===== config.mk =====
export PLATFORM = sky130hd
export DESIGN_NAME = vid_irq_ctrl
export DESIGN_NICKNAME = d
export VERILOG_FILES = /design/src/rtl/vid_irq_pkg.sv /design/src/rtl/vid_irq_regs.sv /design/src/rtl/vid_irq_status.sv /design/src/rtl/vid_irq_pulse.sv /design/src/rtl/vid_irq_ctrl.sv
export SDC_FILE = /design/constraint.sdc
export NUM_CORES = 1
export LEC_CHECK = 0
export BUFFER_PORTS_ARGS = -buffer_cell sky130_fd_sc_hd__buf_4
export CAP_MARGIN = 20
export CORE_MARGIN = 1.5
export CORE_UTILIZATION = 41
export DETAILED_ROUTE_END_ITERATION = 10
export GPL_TIMING_DRIVEN = 0
export HOLD_SLACK_MARGIN = 0.03
export PLACE_DENSITY = 0.64
export SLEW_MARGIN = 0
export SYNTH_ARGS = -nofsm -noshare
export SYNTH_HDL_FRONTEND = slang
export SYNTH_SLANG_ARGS = --single-unit

===== constraint.sdc =====
create_clock -name clk -period 3.25 [get_ports clk]
set_input_delay 0.1625 -clock clk [delete_from_list [all_inputs] [get_ports clk]]
set_output_delay 0.1625 -clock clk [all_outputs]
set_load 0.01 [all_outputs]

===== src/rtl/vid_irq_pkg.sv =====
package vid_irq_pkg;

  localparam int NUM_SRC = 4;
  localparam int SRC_LOCK = 0;
  localparam int SRC_UNLOCK = 1;
  localparam int SRC_FREERUN = 2;
  localparam int SRC_CP = 3;

  typedef enum logic [1:0] {
    DRV_OPEN = 2'b00,
    DRV_LOW  = 2'b01,
    DRV_HIGH = 2'b10,
    DRV_NONE = 2'b11
  } drv_e;

  typedef enum logic [1:0] {
    LEN_SHORT = 2'b00,
    LEN_MID   = 2'b01,
    LEN_LONG  = 2'b10,
    LEN_HOLD  = 2'b11
  } len_e;

  typedef struct packed {
    len_e       len;
    logic [1:0] cp_sel;
    logic       rsvd;
    logic       manual;
    drv_e       drive;
  } cfg_t;

  // Which copy-protection sub-type counts for the selected mode
  function automatic logic cp_qualify(input logic [1:0] sel, input logic pseudo,
                                      input logic stripe);
    case (sel)
      2'b01:   return pseudo;
      2'b10:   return stripe;
      2'b11:   return pseudo | stripe;
      default: return 1'b0;
    endcase
  endfunction

  // Pulse length for a length select; 0 for the held mode
  function automatic int unsigned len_cycles(input len_e len, input int unsigned n_short,
                                             input int unsigned n_mid, input int unsigned n_long);
    case (len)
      LEN_SHORT: return n_short;
      LEN_MID:   return n_mid;
      LEN_LONG:  return n_long;
      default:   return 0;
    endcase
  endfunction

  // Next sticky status: an event beats a clear of the same bit
  function automatic logic [NUM_SRC-1:0] sticky_next(input logic [NUM_SRC-1:0] cur,
                                                     input logic [NUM_SRC-1:0] set,
                                                     input logic [NUM_SRC-1:0] clr);
    return (cur & ~clr) | set;
  endfunction

endpackage


===== src/rtl/vid_irq_regs.sv =====
module vid_irq_regs
  import vid_irq_pkg::*;
#(
  parameter int ADDR_W = 8,
  parameter logic [ADDR_W-1:0] CFG_OFS = 8'h40,
  parameter logic [ADDR_W-1:0] STAT_OFS = 8'h42,
  parameter logic [ADDR_W-1:0] CLR_OFS = 8'h43,
  parameter logic [ADDR_W-1:0] MASK_OFS = 8'h44
) (
  input  logic                clk,
  input  logic                rst_n,
  input  logic                wr_en,
  input  logic [ADDR_W-1:0]   addr,
  input  logic [7:0]          wdata,
  input  logic [NUM_SRC-1:0]  status,
  output cfg_t                cfg,
  output logic [NUM_SRC-1:0]  mask,
  output logic [NUM_SRC-1:0]  clr,
  output logic [7:0]          rdata
);

  localparam logic [7:0] CFG_KEEP = 8'hF7;

  logic wr_cfg, wr_clr, wr_mask;

  assign wr_cfg  = wr_en && (addr == CFG_OFS);
  assign wr_clr  = wr_en && (addr == CLR_OFS);
  assign wr_mask = wr_en && (addr == MASK_OFS);

  always_ff @(posedge clk or negedge rst_n) begin
    if (!rst_n) begin
      cfg  <= '0;
      mask <= '0;
    end else begin
      if (wr_cfg)  cfg  <= cfg_t'(wdata & CFG_KEEP);
      if (wr_mask) mask <= wdata[NUM_SRC-1:0];
    end
  end

  // clear strobe lasts only for the write cycle; upper bits dropped
  assign clr = wr_clr ? wdata[NUM_SRC-1:0] : '0;

  always_comb begin
    rdata = '0;
    if (addr == CFG_OFS)       rdata = cfg;
    else if (addr == STAT_OFS) rdata[NUM_SRC-1:0] = status;
    else if (addr == MASK_OFS) rdata[NUM_SRC-1:0] = mask;
  end

endmodule


===== src/rtl/vid_irq_status.sv =====
module vid_irq_status
  import vid_irq_pkg::*;
(
  input  logic                clk,
  input  logic                rst_n,
  input  logic                ev_lock,
  input  logic                ev_unlock,
  input  logic                ev_freerun,
  input  logic                ev_cp,
  input  logic                cp_pseudo,
  input  logic                cp_stripe,
  input  logic [1:0]          cp_sel,
  input  logic                manual,
  input  logic [NUM_SRC-1:0]  clr,
  input  logic [NUM_SRC-1:0]  mask,
  output logic [NUM_SRC-1:0]  set_bits,
  output logic [NUM_SRC-1:0]  hit,
  output logic [NUM_SRC-1:0]  status,
  output logic                req
);

  logic cp_ok;

  assign cp_ok = ev_cp & cp_qualify(cp_sel, cp_pseudo, cp_stripe);

  always_comb begin
    set_bits = '0;
    set_bits[SRC_LOCK]    = ev_lock;
    set_bits[SRC_UNLOCK]  = ev_unlock;
    set_bits[SRC_FREERUN] = ev_freerun;
    set_bits[SRC_CP]      = cp_ok;
  end

  assign hit = set_bits & ~mask;

  always_ff @(posedge clk or negedge rst_n) begin
    if (!rst_n) status <= '0;
    else        status <= sticky_next(status, set_bits, clr);
  end

  assign req = (|(status & ~mask)) | manual;

endmodule


===== src/rtl/vid_irq_pulse.sv =====
module vid_irq_pulse
  import vid_irq_pkg::*;
#(
  parameter int unsigned SHORT_LEN = 3,
  parameter int unsigned MID_LEN = 15,
  parameter int unsigned LONG_LEN = 63
) (
  input  logic                clk,
  input  logic                rst_n,
  input  logic                req,
  input  logic [NUM_SRC-1:0]  hit,
  input  len_e                len,
  input  drv_e                drive,
  output logic                trig,
  output logic                active,
  output logic                pad_o,
  output logic                pad_oe
);

  localparam int CNT_W = $clog2(LONG_LEN + 1);

  logic             req_q;
  logic             hit_q;
  logic [CNT_W-1:0] cnt;
  logic [CNT_W-1:0] load_val;

  assign load_val = CNT_W'(len_cycles(len, SHORT_LEN, MID_LEN, LONG_LEN));
  assign trig     = (req & ~req_q) | hit_q;

  always_ff @(posedge clk or negedge rst_n) begin
    if (!rst_n) begin
      req_q <= 1'b0;
      hit_q <= 1'b0;
      cnt   <= '0;
    end else begin
      req_q <= req;
      hit_q <= |hit;
      if (trig)          cnt <= load_val;
      else if (cnt != 0) cnt <= cnt - 1'b1;
    end
  end

  assign active = (len == LEN_HOLD) ? req : (cnt != 0);

  always_comb begin
    case (drive)
      DRV_OPEN: begin pad_oe = active; pad_o = 1'b0;    end
      DRV_LOW:  begin pad_oe = 1'b1;   pad_o = ~active; end
      DRV_HIGH: begin pad_oe = 1'b1;   pad_o = active;  end
      default:  begin pad_oe = 1'b0;   pad_o = 1'b0;    end
    endcase
  end

endmodule


===== src/rtl/vid_irq_ctrl.sv =====
module vid_irq_ctrl
  import vid_irq_pkg::*;
#(
  parameter int unsigned SHORT_LEN = 3,
  parameter int unsigned MID_LEN = 15,
  parameter int unsigned LONG_LEN = 63
) (
  input  logic       clk,
  input  logic       rst_n,
  input  logic       reg_wr_en,
  input  logic [7:0] reg_addr,
  input  logic [7:0] reg_wdata,
  output logic [7:0] reg_rdata,
  input  logic       ev_lock,
  input  logic       ev_unlock,
  input  logic       ev_freerun,
  input  logic       ev_cp,
  input  logic       cp_pseudo,
  input  logic       cp_stripe,
  output logic       irq_o,
  output logic       irq_oe
);

  cfg_t               cfg;
  logic [NUM_SRC-1:0] mask;
  logic [NUM_SRC-1:0] clr_bits;
  logic [NUM_SRC-1:0] set_bits;
  logic [NUM_SRC-1:0] hit;
  logic [NUM_SRC-1:0] status;
  logic               req;
  logic               trig;
  logic               pulse_active;

  vid_irq_regs #(.ADDR_W(8)) u_regs (
    .clk(clk), .rst_n(rst_n), .wr_en(reg_wr_en), .addr(reg_addr),
    .wdata(reg_wdata), .status(status), .cfg(cfg), .mask(mask),
    .clr(clr_bits), .rdata(reg_rdata)
  );

  vid_irq_status u_status (
    .clk(clk), .rst_n(rst_n), .ev_lock(ev_lock), .ev_unlock(ev_unlock),
    .ev_freerun(ev_freerun), .ev_cp(ev_cp), .cp_pseudo(cp_pseudo),
    .cp_stripe(cp_stripe), .cp_sel(cfg.cp_sel), .manual(cfg.manual),
    .clr(clr_bits), .mask(mask), .set_bits(set_bits), .hit(hit),
    .status(status), .req(req)
  );

  vid_irq_pulse #(.SHORT_LEN(SHORT_LEN), .MID_LEN(MID_LEN), .LONG_LEN(LONG_LEN)) u_pulse (
    .clk(clk), .rst_n(rst_n), .req(req), .hit(hit), .len(cfg.len),
    .drive(cfg.drive), .trig(trig), .active(pulse_active),
    .pad_o(irq_o), .pad_oe(irq_oe)
  );

endmodule


* Word-level counts from Yosys, hierarchy flattened
Cells that the tools add are included.
** Cells by class
- $add $sub $neg :: 1
- Multiply operators :: 0
- Div/mod/pow operators :: 0
- $lt $le $gt $ge :: 0
- Eq/ne operators :: 12
- Shifts and indexed selects :: 0
- Multiplexer cells :: 12
- Bitwise logic cells :: 13
- Reductions and logical operators :: 10
** Operators with widths (count)
- $eq A8 B7 Y1 const B :: 4
- $mux W4 :: 5
- $pmux W6 S3 :: 1
- $and A4 B4 Y4 :: 3
- $mux W6 :: 2
- $eq A2 B2 Y1 const B :: 5
- $not A4 Y4 :: 2
- $reduce_or A4 Y1 :: 2
- $eq A2 B1 Y1 const B :: 3
- $reduce_bool A6 Y1 :: 1
- $sub A6 B1 Y6 const B :: 1
- $logic_not A2 Y1 :: 2
- $or A4 B4 Y4 :: 1
- $pmux W1 S2 :: 2
- $logic_and A1 B1 Y1 :: 3
- $or A1 B1 Y1 :: 3
- $pmux W1 S3 :: 1
- $and A1 B1 Y1 :: 2
- $not A1 Y1 :: 2
- $reduce_bool A2 Y1 :: 1
- $reduce_or A2 Y1 :: 1
- $mux W1 :: 1
** Word-level totals
- Register bits after elaboration :: 23
- Latch bits :: 0
- RAM bits :: 0
- Memory bits (read-only) :: 0
- Bits of input ports :: 25
- Output and inout port bits :: 10
- Word-level logic and storage cells :: 57
- Memories kept :: 0

* Longest topological paths before layout
- Depth after elaboration :: 7
- Depth in mapped cells :: 7
- Gate-level depth less buffers :: 6

* Cells and area by module
From an unflattened synthesis, not the netlist that was laid out.
** Unflattened totals
- Cell total of the unflattened synthesis :: 146
- Area total of the unflattened synthesis :: 1502.7 um^2
** Modules (own cells, without submodules)
- vid_irq_regs :: times used 1, cells an instance 62, area each 691.9 um^2, sequential area each 275.3 um^2
- vid_irq_pulse :: times used 1, cells an instance 57, area each 576.8 um^2, sequential area each 200.2 um^2
- vid_irq_status :: times used 1, cells an instance 27, area each 234.0 um^2, sequential area each 100.1 um^2

* Worst setup path before layout
Ideal clock, no wire load.
- Path type :: reg-to-reg
- Start :: reg u_pulse.cnt[0]
- End :: reg u_pulse.cnt[5]
- Arrival time :: 1.874 ns
- Setup slack :: 1.252 ns
- Stages on the path, launching flop included :: 8
- Buffers on the path :: 1
- Cells stage by stage :: dfrtp_1 > inv_1 > ha_1 > or3b_2 > or2_2 > clkbuf_1 > o21a_1 > mux2_2
** Between the ends
- Word-level cells in the longest chain between the ends :: 3
- Elaborated cells between the ends (all ways) :: 5
- Those cells by class :: add/sub: 1; mux: 2; reduce/logical: 2
** RTL lines
- start: declaration :: line vid_irq_pulse.sv:24 : logic [CNT_W-1:0] cnt;
- start signal: assignment :: line vid_irq_pulse.sv:38 : if (trig) cnt <= load_val;
- start signal: assignment :: line vid_irq_pulse.sv:39 : else if (cnt != 0) cnt <= cnt - 1'b1;
- $sub A6 B1 Y6 :: line vid_irq_pulse.sv:39
- $mux W6 :: line vid_irq_pulse.sv:39
- $mux W6 :: line vid_irq_pulse.sv:38
Parallel ways exist; a longest one is shown, timed or not. The select of a mux whose other input is x is not followed.
A chain may end at the register's enable or synchronous reset.

* Final worst setup path
- Start :: reg u_pulse.cnt[0]
- End :: out irq_o
** Between the ends
- Word-level cells in the longest chain between the ends :: 4
** RTL lines
- $reduce_bool A6 Y1 * :: line vid_irq_pulse.sv:43 : assign active = (len == LEN_HOLD) ? req : (cnt != 0);
- $mux W1 * :: line vid_irq_pulse.sv:43
- $not A1 Y1 :: line vid_irq_pulse.sv:48 : DRV_LOW: begin pad_oe = 1'b1; pad_o = ~active; end
- $pmux W1 S2 * :: line vid_irq_pulse.sv:46 : case (drive)
- end: declaration :: line vid_irq_ctrl.sv:20 : output logic irq_o,
Mark *: on every way between the ends. The rest lies on a longest branch, timed or not.

==> flow_summary.json <==
{
  "cpPeakStageDelay_ns": 0.50,
  "finalWirelength_um": 2900,
  "rsz0062_at_grt": "false",
  "p_leak_nw": 0.841,
  "timing.max_cap.violations": 0,
  "worst-path-buf-inv": 2,
  "layout_commonest_cell": "buf_4",
  "grt.busiest_layer": "met2",
  "core_sq_um": 3100,
  "vias_per_cell": 5.11,
  "final-max-slew-violation-count": 0,
  "fp.dieH_um": 60.8,
  "final.setup.tns_ns": 0,
  "ys.flop_type": "dfrtp_1",
  "path_class": "reg2out",
  "synthCells": 132,
  "drt_iter0_drc": 45,
  "die-area_sq_um": 3690,
  "endpoint_kind": "primary output",
  "boundaryPins": 35,
  "critPathTopFamily": "simple AND/OR/NAND/NOR gates",
  "drt-wirelength-per-cell_um": 13.3,
  "start_util_pct": 44.1,
  "clockBufferDepth": 2,
  "nFillCells": 284,
  "rows": 20,
  "cts_root_buf": "clkbuf_4",
  "relSlewSlack_pct": 46.3,
  "r2r-end": "u_pulse.cnt[5]$_DFFE_PN0P_",
  "clk_latency_ns": 0.32,
  "synth_top_family_by_area": "simple AND/OR/NAND/NOR gates",
  "fmax_mhz": 418,
  "muxShareOfSynthArea_pct": 14.4,
  "synth_xor_area_share_pct": 2.56,
  "synth-simple-area-share_pct": 16.7,
  "synth-compound-area-share_pct": 12.4,
  "synth_edf_count": 0,
  "grt_pass1_wl_um": 4860,
  "synth_cell_types": 31,
  "overflow": 0,
  "design_area_sq_um": 1750,
  "setup_viol": 0,
  "cts_made_buffers": 3,
  "crit_path_end": "irq_o",
  "route.detailed.drc": 0,
  "ir_worst_vdd_v": 0.000246,
  "grt_use_met3_pct": 2.77,
  "globalplace.congestion": 0.843,
  "path_clk_slew_ns": 0.12,
  "crit_start": "u_pulse.cnt[0]$_DFFE_PN0P_",
  "clock_sink_count": 23,
  "worstPathArrival_ns": 2.23,
  "cp_max_fo": 4,
  "syn_area_sq_um": 1370,
  "drive_gt1_share_pct": 32.2,
  "fin_nets": 208,
  "grt_use_met1_pct": 20.1,
  "hpwlAfterDp_um": 2280,
  "layout_common_cells": "buf_4, dfrtp_1, inv_1",
  "hold_violations": 0,
  "synthArstFlopShare_pct": 100,
  "antenna_cells": 0,
  "placed_area_sq_um": 1670,
  "cp.depth": 7,
  "met2_usage_pct": 33.9,
  "grt_max_degree": 24,
  "cts-htree-levels": 1,
  "crit_path_cell_trace": "inv_1 -> ha_1 -> or3b_2 -> nor3_1 -> a31oi_1 -> mux2_2 -> buf_4",
  "avgSynthCellArea_sq_um": 10.4,
  "synth_nets": 165,
  "start_kind": "flop",
  "period_minus_slack_ns": 2.39,
  "skew_ns": 0.00548,
  "ys_ff_latch": 23,
  "vias": 1113,
  "port_buffers": 33,
  "ys_seq_area_share_pct": 42.1,
  "min_period_over_period_pct": 73.5,
  "crit_required_ns": 3.09,
  "p_per_area_nw_per_um2": 312,
  "yosysWarningCount": 0,
  "synth_fa_ha_area_share_pct": 7.32,
  "grt_usage_pct": 17.6,
  "ant_nets": 0,
  "worst_pin_slew_ns": 0.799,
  "area_growth_pct": 27.8,
  "grt_pass1_vias": 1108,
  "die_w_um": 60.8,
  "hold_class": "in2reg",
  "status": "complete, no violations",
  "antenna_found_initial": 0,
  "crit_slowest_cell": "or3b_2",
  "r2r_cells": 7,
  "rrSetupSlack_ns": 1.11,
  "timing.rr.start": "u_pulse.cnt[0]$_DFFE_PN0P_",
  "firstDrtPassIters": 4,
  "cts_tree": "done",
  "whs_ns": 0.0706
}
Yosys cell counts, drive strengths merged (4+ instances only):
| library cell | n | area, sq um |
|---|---|---|
| and2 | 4 | 25.0 |
| o21ai | 7 | 35.0 |
| ha | 8 | 100 |
| nor2b | 5 | 31.3 |
| a21oi | 8 | 40.0 |
| inv | 14 | 52.6 |
| mux2i | 5 | 50.1 |
| nand2 | 9 | 33.8 |
| mux2 | 13 | 146 |
| nor3 | 4 | 20.0 |
| dfrtp | 23 | 576 |
area by class of cell:
class | count | area, sq um | share of cell area (%)
Clock inverter | 1 | 5.00 | 0.286
Clock buffer | 3 | 22.5 | 1.29
Sequential cell | 23 | 576 | 32.9
Tap cell | 44 | 55.1 | 3.15
Timing Repair Buffer | 38 | 298 | 17.0
Multi-Input combinational cell | 92 | 728 | 41.7
Inverter | 14 | 52.6 | 3.01
Buffer | 3 | 11.3 | 0.644
where the power goes:
part / total [mW] / internal (mW) / switching, mW / leakage, nW
Combinational: 0.0924 / 0.0509 / 0.0415 / 0.542
Clock: 0.135 / 0.0461 / 0.0892 / 0.0177
Sequential: 0.317 / 0.303 / 0.0143 / 0.281
worst min path at each step:
stage / from / endpoint / slack, ns / cells past startpoint
final: reg_wdata[5] / u_regs.cfg[5]$_DFFE_PN0P_ / 0.07 / 2
after global routing: reg_wdata[7] / u_regs.cfg[7]$_DFFE_PN0P_ / 0.06 / 2
after CTS: reg_wdata[4] / u_regs.cfg[4]$_DFFE_PN0P_ / 0.07 / 2
after floorplan: rst_n / u_pulse.cnt[0]$_DFFE_PN0P_ / -0.13 / 0
after global placement: rst_n / u_regs.mask[2]$_DFFE_PN0P_ / 0.07 / 1
after detailed placement: rst_n / u_regs.mask[1]$_DFFE_PN0P_ / 0.07 / 1
metrics by stage:
stage | power [mW] | utilization, % | std cells | setup WS, ns
after global routing | 0.576 | 56.3 | 218 | 0.719
after CTS | 0.550 | 56.3 | 218 | 0.838
after floorplan | 0.364 | - | 132 | 1.25
final | 0.545 | 56.3 | 218 | 0.860
after global placement | 0.406 | 53.8 | 209 | 0.968
after detailed placement | 0.411 | 53.8 | 209 | 0.960
registers in the layout, summed over array words and instances (netlist names):
register / count
u_regs.cfg: 7
u_pulse.cnt: 6
u_regs.mask: 4
u_status.status: 4
u_pulse.hit_q: 1
u_pulse.req_q: 1
logic make-up (layout without fill, tap and decap cells):
logic type                 count (synthesis)  after routing
muxes                                     18             18
xor gates and xnor gates                   4              4
and+or+nand+nor                           35             35
adders and majority gates                  8              8
DFF                                       23             23
AOI/OAI and AO/OA                         27             27
buffers and inverters                     17             59
worst reg2reg max path: cells and delay by family (launching register included):
family / cells / cell delay (ns)
and+or+nand+nor: 2 / 0.81
AOI/OAI and AO/OA: 1 / 0.14
adders and majority gates: 1 / 0.18
buffers and inverters: 2 / 0.22
DFF: 1 / 0.42
muxes: 1 / 0.27
routing by layer:
metal  part of all wire [%]  vias to the layer above  routed length [um]
li1                       -                      546                   -
met5                      0                        -                   0
met3                    3.6                        2                 105
met4                   0.55                        0                  16
met2                     54                       25                1560
met1                     42                      540                1220
timing repair:
item,CTS,global route
setup buffers,0,0
hold buffers,5,0
hold endpoints to repair,27,0
resized for setup,0,0
Note: power is estimated with default switching activity, not from simulation.
